$ cat config.mk
export PLATFORM = sky130hd
export DESIGN_NAME = dram_refresh_ctrl
export DESIGN_NICKNAME = d
export VERILOG_FILES = /design/src/rtl/refresh_pkg.sv /design/src/rtl/rfsh_cfg_regs.sv /design/src/rtl/rfsh_interval_timer.sv /design/src/rtl/rfsh_backlog.sv /design/src/rtl/rfsh_row_counter.sv /design/src/rtl/dram_refresh_ctrl.sv
export SDC_FILE = /design/constraint.sdc
export NUM_CORES = 1
export LEC_CHECK = 0
export BUFFER_PORTS_ARGS = -buffer_cell sky130_fd_sc_hd__buf_2
export CAP_MARGIN = 15
export CORE_AREA = 5 5 87 73
export CTS_BUF_LIST = sky130_fd_sc_hd__clkbuf_2
export CTS_CLUSTER_DIAMETER = 120
export DETAILED_ROUTE_END_ITERATION = 10
export DIE_AREA = 0 0 92 78
export GPL_ROUTABILITY_DRIVEN = 0
export PLACE_DENSITY = 0.82
export RECOVER_POWER = 25
export SYNTH_ARGS = -nofsm -noshare
export SYNTH_HDL_FRONTEND = slang
export SYNTH_SLANG_ARGS = --single-unit
$ cat constraint.sdc
create_clock -name clk -period 3.1 [get_ports clk]
set_clock_uncertainty 0.05 [all_clocks]
set_input_delay 0.31 -clock clk [delete_from_list [all_inputs] [get_ports clk]]
set_output_delay 0.31 -clock clk [all_outputs]
set_load 0.1 [all_outputs]
$ cat src/rtl/refresh_pkg.sv
// Shared types for the DRAM refresh requester.
package refresh_pkg;
    // Sequencer phases: idle, waiting for bus grant, refresh cycle running
    typedef enum logic [1:0] {
        PH_IDLE  = 2'd0,
        PH_ASK   = 2'd1,
        PH_CYCLE = 2'd2
    } rfsh_phase_t;

    // Configuration write addresses
    localparam logic ADDR_PERIOD = 1'b0;
    localparam logic ADDR_ENABLE = 1'b1;
endpackage

$ cat src/rtl/rfsh_cfg_regs.sv
// Configuration registers: period value and enable flag.
// Assumes single-cycle write strobes; gives a restart pulse on period writes.
module rfsh_cfg_regs
    import refresh_pkg::*;
#(
    parameter int PERIOD_W = 16
) (
    input  logic                clk,
    input  logic                rst_n,
    input  logic                cfg_we,
    input  logic                cfg_addr,
    input  logic [PERIOD_W-1:0] cfg_wdata,
    output logic [PERIOD_W-1:0] period,
    output logic                enable,
    output logic                period_wr
);
    // Capture period and enable writes
    always_ff @(posedge clk) begin
        if (!rst_n) begin
            period <= '0;
            enable <= 1'b0;
        end else if (cfg_we) begin
            if (cfg_addr == ADDR_PERIOD) period <= cfg_wdata;
            else                         enable <= cfg_wdata[0];
        end
    end

    // Restart request for the period counter on a period write
    assign period_wr = cfg_we && (cfg_addr == ADDR_PERIOD);
endmodule

$ cat src/rtl/rfsh_interval_timer.sv
// Period counter: pulses tick once every `period` cycles while running.
// Runs only when enabled with a non-zero period; otherwise held at start.
module rfsh_interval_timer #(
    parameter int PERIOD_W = 16
) (
    input  logic                clk,
    input  logic                rst_n,
    input  logic                enable,
    input  logic [PERIOD_W-1:0] period,
    input  logic                restart,
    output logic                tick
);
    logic [PERIOD_W-1:0] count;
    logic                running;

    // Running condition and expiry detection
    assign running = enable && (period != '0);
    assign tick    = running && (count == period - 1'b1);

    // Count up and wrap to zero on expiry, hold at zero when stopped
    always_ff @(posedge clk) begin
        if (!rst_n)                  count <= '0;
        else if (!running || restart) count <= '0;
        else if (tick)               count <= '0;
        else                         count <= count + 1'b1;
    end
endmodule

$ cat src/rtl/rfsh_backlog.sv
// Saturating counter of owed refreshes.
// A tick adds one and a completion removes one; both together cancel.
module rfsh_backlog #(
    parameter int OWED_W = 3
) (
    input  logic clk,
    input  logic rst_n,
    input  logic clear,
    input  logic tick,
    input  logic take,
    output logic owed_nz
);
    localparam logic [OWED_W-1:0] OWED_MAX = {OWED_W{1'b1}};

    logic [OWED_W-1:0] owed;
    logic              add;
    logic              sub;

    // Resolve simultaneous add and remove
    assign sub = take && (owed != '0);
    assign add = tick && (owed != OWED_MAX);

    // Update the owed count
    always_ff @(posedge clk) begin
        if (!rst_n || clear)  owed <= '0;
        else if (add && !sub) owed <= owed + 1'b1;
        else if (sub && !tick) owed <= owed - 1'b1;
    end

    // Flag for the sequencer
    assign owed_nz = (owed != '0);
endmodule

$ cat src/rtl/rfsh_row_counter.sv
// Row address counter: steps by one per completed refresh, wraps naturally.
module rfsh_row_counter #(
    parameter int ROW_W = 13
) (
    input  logic             clk,
    input  logic             rst_n,
    input  logic             step,
    output logic [ROW_W-1:0] row
);
    // Advance the row on each completion
    always_ff @(posedge clk) begin
        if (!rst_n)    row <= '0;
        else if (step) row <= row + 1'b1;
    end
endmodule

$ cat src/rtl/dram_refresh_ctrl.sv
// DRAM refresh requester top: period counter, owed-refresh backlog,
// bus handshake sequencer and row counter.
// Assumes the arbiter holds grant until it sees the strobe, and that
// rfsh_done is only meaningful while rfsh_strobe is high.
module dram_refresh_ctrl
    import refresh_pkg::*;
#(
    parameter int PERIOD_W = 16,
    parameter int ROW_W    = 13,
    parameter int OWED_W   = 3
) (
    input  logic                clk,
    input  logic                rst_n,
    input  logic                cfg_we,
    input  logic                cfg_addr,
    input  logic [PERIOD_W-1:0] cfg_wdata,
    output logic                bus_req,
    input  logic                bus_gnt,
    output logic                rfsh_strobe,
    input  logic                rfsh_done,
    output logic [ROW_W-1:0]    rfsh_row
);
    logic [PERIOD_W-1:0] cfg_period;
    logic                cfg_en;
    logic                period_wr;
    logic                tick;
    logic                owed_nz;
    logic                complete;
    rfsh_phase_t         phase, phase_nx;

    rfsh_cfg_regs #(.PERIOD_W(PERIOD_W)) i_regs (
        .clk(clk), .rst_n(rst_n), .cfg_we(cfg_we), .cfg_addr(cfg_addr),
        .cfg_wdata(cfg_wdata), .period(cfg_period), .enable(cfg_en),
        .period_wr(period_wr)
    );

    rfsh_interval_timer #(.PERIOD_W(PERIOD_W)) i_timer (
        .clk(clk), .rst_n(rst_n), .enable(cfg_en), .period(cfg_period),
        .restart(period_wr), .tick(tick)
    );

    rfsh_backlog #(.OWED_W(OWED_W)) i_backlog (
        .clk(clk), .rst_n(rst_n), .clear(!cfg_en), .tick(tick),
        .take(complete), .owed_nz(owed_nz)
    );

    rfsh_row_counter #(.ROW_W(ROW_W)) i_row (
        .clk(clk), .rst_n(rst_n), .step(complete), .row(rfsh_row)
    );

    // A refresh cycle finishes when done is seen during the strobe
    assign complete = (phase == PH_CYCLE) && rfsh_done;

    // Next-phase selection for the bus handshake
    always_comb begin
        phase_nx = phase;
        unique case (phase)
            PH_IDLE:  if (cfg_en && owed_nz) phase_nx = PH_ASK;
            PH_ASK:   if (!cfg_en)           phase_nx = PH_IDLE;
                      else if (bus_gnt)      phase_nx = PH_CYCLE;
            PH_CYCLE: if (rfsh_done)         phase_nx = PH_IDLE;
            default:                         phase_nx = PH_IDLE;
        endcase
    end

    // Phase register
    always_ff @(posedge clk) begin
        if (!rst_n) phase <= PH_IDLE;
        else        phase <= phase_nx;
    end

    // Handshake outputs decoded from the registered phase
    assign bus_req     = (phase != PH_IDLE);
    assign rfsh_strobe = (phase == PH_CYCLE);
endmodule

==> summary.md <==
| Metric | Value |
|---|---|
| Run status | `finished, violations left` |
| Failing checks | `setup timing` |
| Final wirelength | `6.596 mm` |
| Main flop type after synthesis | `dfxtp_1` |
| Die height | `just under 80 um` |
| Reg-to-Reg Start | `i_regs.period[0]` |
| Clock buffer depth | `2` |
| Sequential power share | `0.535` |
| DR vias | `2566` |
| Crit Path Max Fanout | `5` |
| Final setup viols | `1` |
| Hold Vio Cnt, Final | `0` |
| Post-DRT Antenna Nets | `0` |
| WP data arrival | `3.56 ns` |
| Max cap viols | `0` |
| IO buf count | `36` |
| Crit start category | `flip-flop` |
| First-pass GRT wire length | `~11 mm` |
| Clock Latency Late Sink | `0.47 ns` |
| Initial Util | `0.5255` |
| EDFF count, synth | `0` |
| Crit share post-route | `1.033` |
| Max-slew violations | `0` |
| Largest net degree at the start of global routing | `39` |
| Initial antenna violation count | `0` |
| DR WL/cell | `14.25 um` |
| Crit Path Category | `flip-flop to flip-flop` |
| Total global routing overflow | `0` |
| Floorplan core area | `0.005345 mm^2` |
| RSZ-0062 raised after global routing | `true` |
| Die ar. | `between 0.007 and 0.008 mm^2` |
| Row cnt | `24` |
| Worst slew pin tran | `0.6713 ns` |
| Seq/Total Area, Yosys | `0.3635` |
| Worst path required time | `3.46 ns` |
| Crit path largest cell delay | `approximately 0.57 ns` |
| Hold Crit Start | `cfg_wdata[9]` |
| Vias in the first global route | `2451` |
| Fmax | `0.3121 GHz` |
| Total power | `1.270 mW` |
| Critical path buffers and inverters | `1` |
| Mapped Avg Cell Area | `8.310 um^2` |
| Die W | `92 um` |
| Max rail drop VDD | `~0.28 mV` |
| Switch share | `0.2752` |
| Yosys warns | `0` |
| Nets | `423` |
| Syn Nets | `364` |
| Pwr dens | `374.6 mW/mm^2` |
| Via-to-Cell Ratio | `5.542` |
| Pleak | `1.332 nW` |
| Layout cell share with drive strength beyond 1 | `0.2362` |
| Clock network fraction of design power | `0.290` |
| Post-layout minimum cycle time | `between 3 and 4 ns` |
| Crit. Startpoint | `i_regs.period[0]` |
| DRC viols | `0` |
| Drt first-iter violations | `138` |
| Mapped Area | `0.002809 mm^2` |
| R2r setup slk | `-0.10 ns` |
| Yosys reg bits | `51` |
| Post-synth ARST share | `0` |
| Total CTS buffers | `5` |
| Final std cells w/o fill | `463` |
| Crit-path leading delay family | `simple AND/OR/NAND/NOR gates` |
| Clk slew on worst S/H paths | `0.29 ns` |
| CTS tree | `done` |
| Syn Inst Count | `approximately 340` |
| Drt pass-1 iters | `4` |
| Max-Slew Margin vs Limit | `0.5515` |
| Worst Hold Class | `primary input to flip-flop` |
| Placed cells | `447` |
| H-tree depth | `2` |
| Crit-path slowest cell | `or4_4` |
| Io pins | `37` |
| Net Switching | `0.3495 mW` |
| Critical path endpoint category | `flip-flop` |
| Final setup margin | `-0.1038 ns` |
| Layout Area Growth over Synthesis | `20.67%` |
| GRT Total Usage | `0.1847` |
| HPWL after DPL | `approximately 4.7 mm` |
| Worst path cell trace | `or4_4, buf_4, a211o_1, a21oi_1, o221ai_2, nor4_2, nand3b_1, fa_2, nor2b_1, o32a_1, a311o_1, nor2_1` |
| Diodes inserted | `0` |
| Internal power | `around 0.92 mW` |
| Comb pwr share | `0.176` |
| Number of unique standard cell types used by synthesis | `52` |
| CTS Sinks | `51` |
| Clock Tree Root | `clkbuf_2` |
-- kinds of logic (layout without fill, tap and decap cells) --
group           after synthesis  after routing  share of synthesized area
compound gates               52             52                     0.1376
buf+inv                      20             80                    0.03029
xor+xnor                     38             38                     0.1185
mux                           5              5                    0.01826
simple gates                168            168                     0.3114
flops                        51             51                     0.3635
fa+ha+maj                     4              4                    0.02049
-- registers in the layout (all words and copies together) (netlist names) --
name / flops
i_regs.period: 16
phase: 2
i_row.row: 13
i_regs.enable: 1
i_timer.count: 16
i_backlog.owed: 3
-- power groups by stage --
stage          clock network, mW  logic [mW]  registers (mW)
2_1_floorplan                  0       0.122           0.691
3_3_place_gp                   0       0.190           0.689
3_5_place_dp                   0       0.195           0.689
4_1_cts                    0.369       0.201           0.678
5_1_grt                    0.403       0.243           0.682
6_report                   0.368       0.223           0.679
-- layout make-up --
class / instances / area [um^2]
fill: 461 / 1956
multi-input combinational: 267 / 1775
sequential: 51 / 1025
timing repair buffer: 68 / 421.7
tap: 65 / 81.33
clock inverter: 3 / 46.29
clock buffer: 5 / 25.02
inverter: 4 / 15.01
-- per-layer routing --
layer,vias up,track usage,share of wire
met2,68,0.3127,0.48
met4,0,0.04451,0.012
met1,1203,0.2442,0.46
met5,-,0,0
met3,12,0.03482,0.045
li1,1283,-,-
-- cell usage in the layout, fill, tap and decap left out, types with 3 or more instances in the layout --
| master | count |
|---|---|
| mux2i_1 | 3 |
| buf_4 | 26 |
| xnor2_1 | 20 |
| nor2_1 | 27 |
| dlygate4sd3_1 | 4 |
| nand3_1 | 15 |
| clkbuf_1 | 3 |
| and2_1 | 8 |
| o21ai_0 | 8 |
| nand2_1 | 57 |
| nor2b_1 | 4 |
| dfxtp_2 | 3 |
| buf_2 | 35 |
| and3_1 | 10 |
| clkbuf_2 | 5 |
| inv_1 | 3 |
| nand3b_1 | 5 |
| dfxtp_1 | 48 |
| nor3b_1 | 3 |
| or3_1 | 8 |
| nand4_1 | 4 |
| a21boi_0 | 23 |
| nor3_1 | 9 |
| xor2_1 | 18 |
-- timing repair --
action | CTS | global route
gates cloned | 0 | 0
endpoints found under the hold margin | 1 | 3
pin swaps | 3 | 4
resized for setup | 5 | 9
hold buffers | 1 | 3
buffers inserted | 0 | 4
setup endpoints to repair | 3 | 19
-- worst paths after layout --
| check | cells after the start | endpoint |
|---|---|---|
| hold reg to reg | 1 | phase[0] |
| setup / recovery | 12 | i_backlog.owed[2] |
| hold / removal | 3 | i_regs.period[9] |
| setup reg to reg | 12 | i_backlog.owed[2] |
-- worst register-to-register path: cells and delay by family (launching register included) --
kind / cells / cell delay, ns
AND/OR/NAND/NOR: 5 / 1.17
buffers and inverters: 1 / 0.18
adder cells (fa/ha/maj): 1 / 0.37
flip-flops: 1 / 0.41
AO/OA/AOI/OAI: 5 / 0.96
-- cells in the mapped netlist, types with 3 or more instances --
library cell,instances,share of area
nand2_1,57,0.076
dfxtp_1,51,0.36
nor2_1,27,0.036
a21boi_0,23,0.061
xnor2_1,20,0.062
xor2_1,18,0.056
nand3_1,15,0.027
clkbuf_1,13,0.017
and3_1,10,0.022
nor3_1,10,0.018
or3_1,10,0.022
and2_1,8,0.018
o21ai_0,8,0.014
nand3b_1,5,0.013
nor2b_1,5,0.011
inv_1,4,0.0053
mux2i_1,4,0.014
nand4_1,4,0.0089
ha_1,3,0.013
nor3b_1,3,0.0080
-- per-stage QoR --
stage | hold WS [ns] | instance area (um^2) | setup TNS (ns) | setup WS [ns] | util
5_1_grt | 0.0004476 | 3390 | -0.4171 | -0.2878 | 0.6341
6_report | 0.0009567 | 3390 | -0.1038 | -0.1038 | 0.6341
4_1_cts | 0.005139 | 3298 | -0.1703 | -0.1703 | 0.6170
2_1_floorplan | 0.3772 | 2826 | -0.06912 | -0.06912 | -
3_5_place_dp | 0.4034 | 3198 | -0.09089 | -0.09089 | 0.5983
3_3_place_gp | 0.3880 | 3198 | 0 | 0.006637 | 0.5983
(Power assumes the default switching activity.)
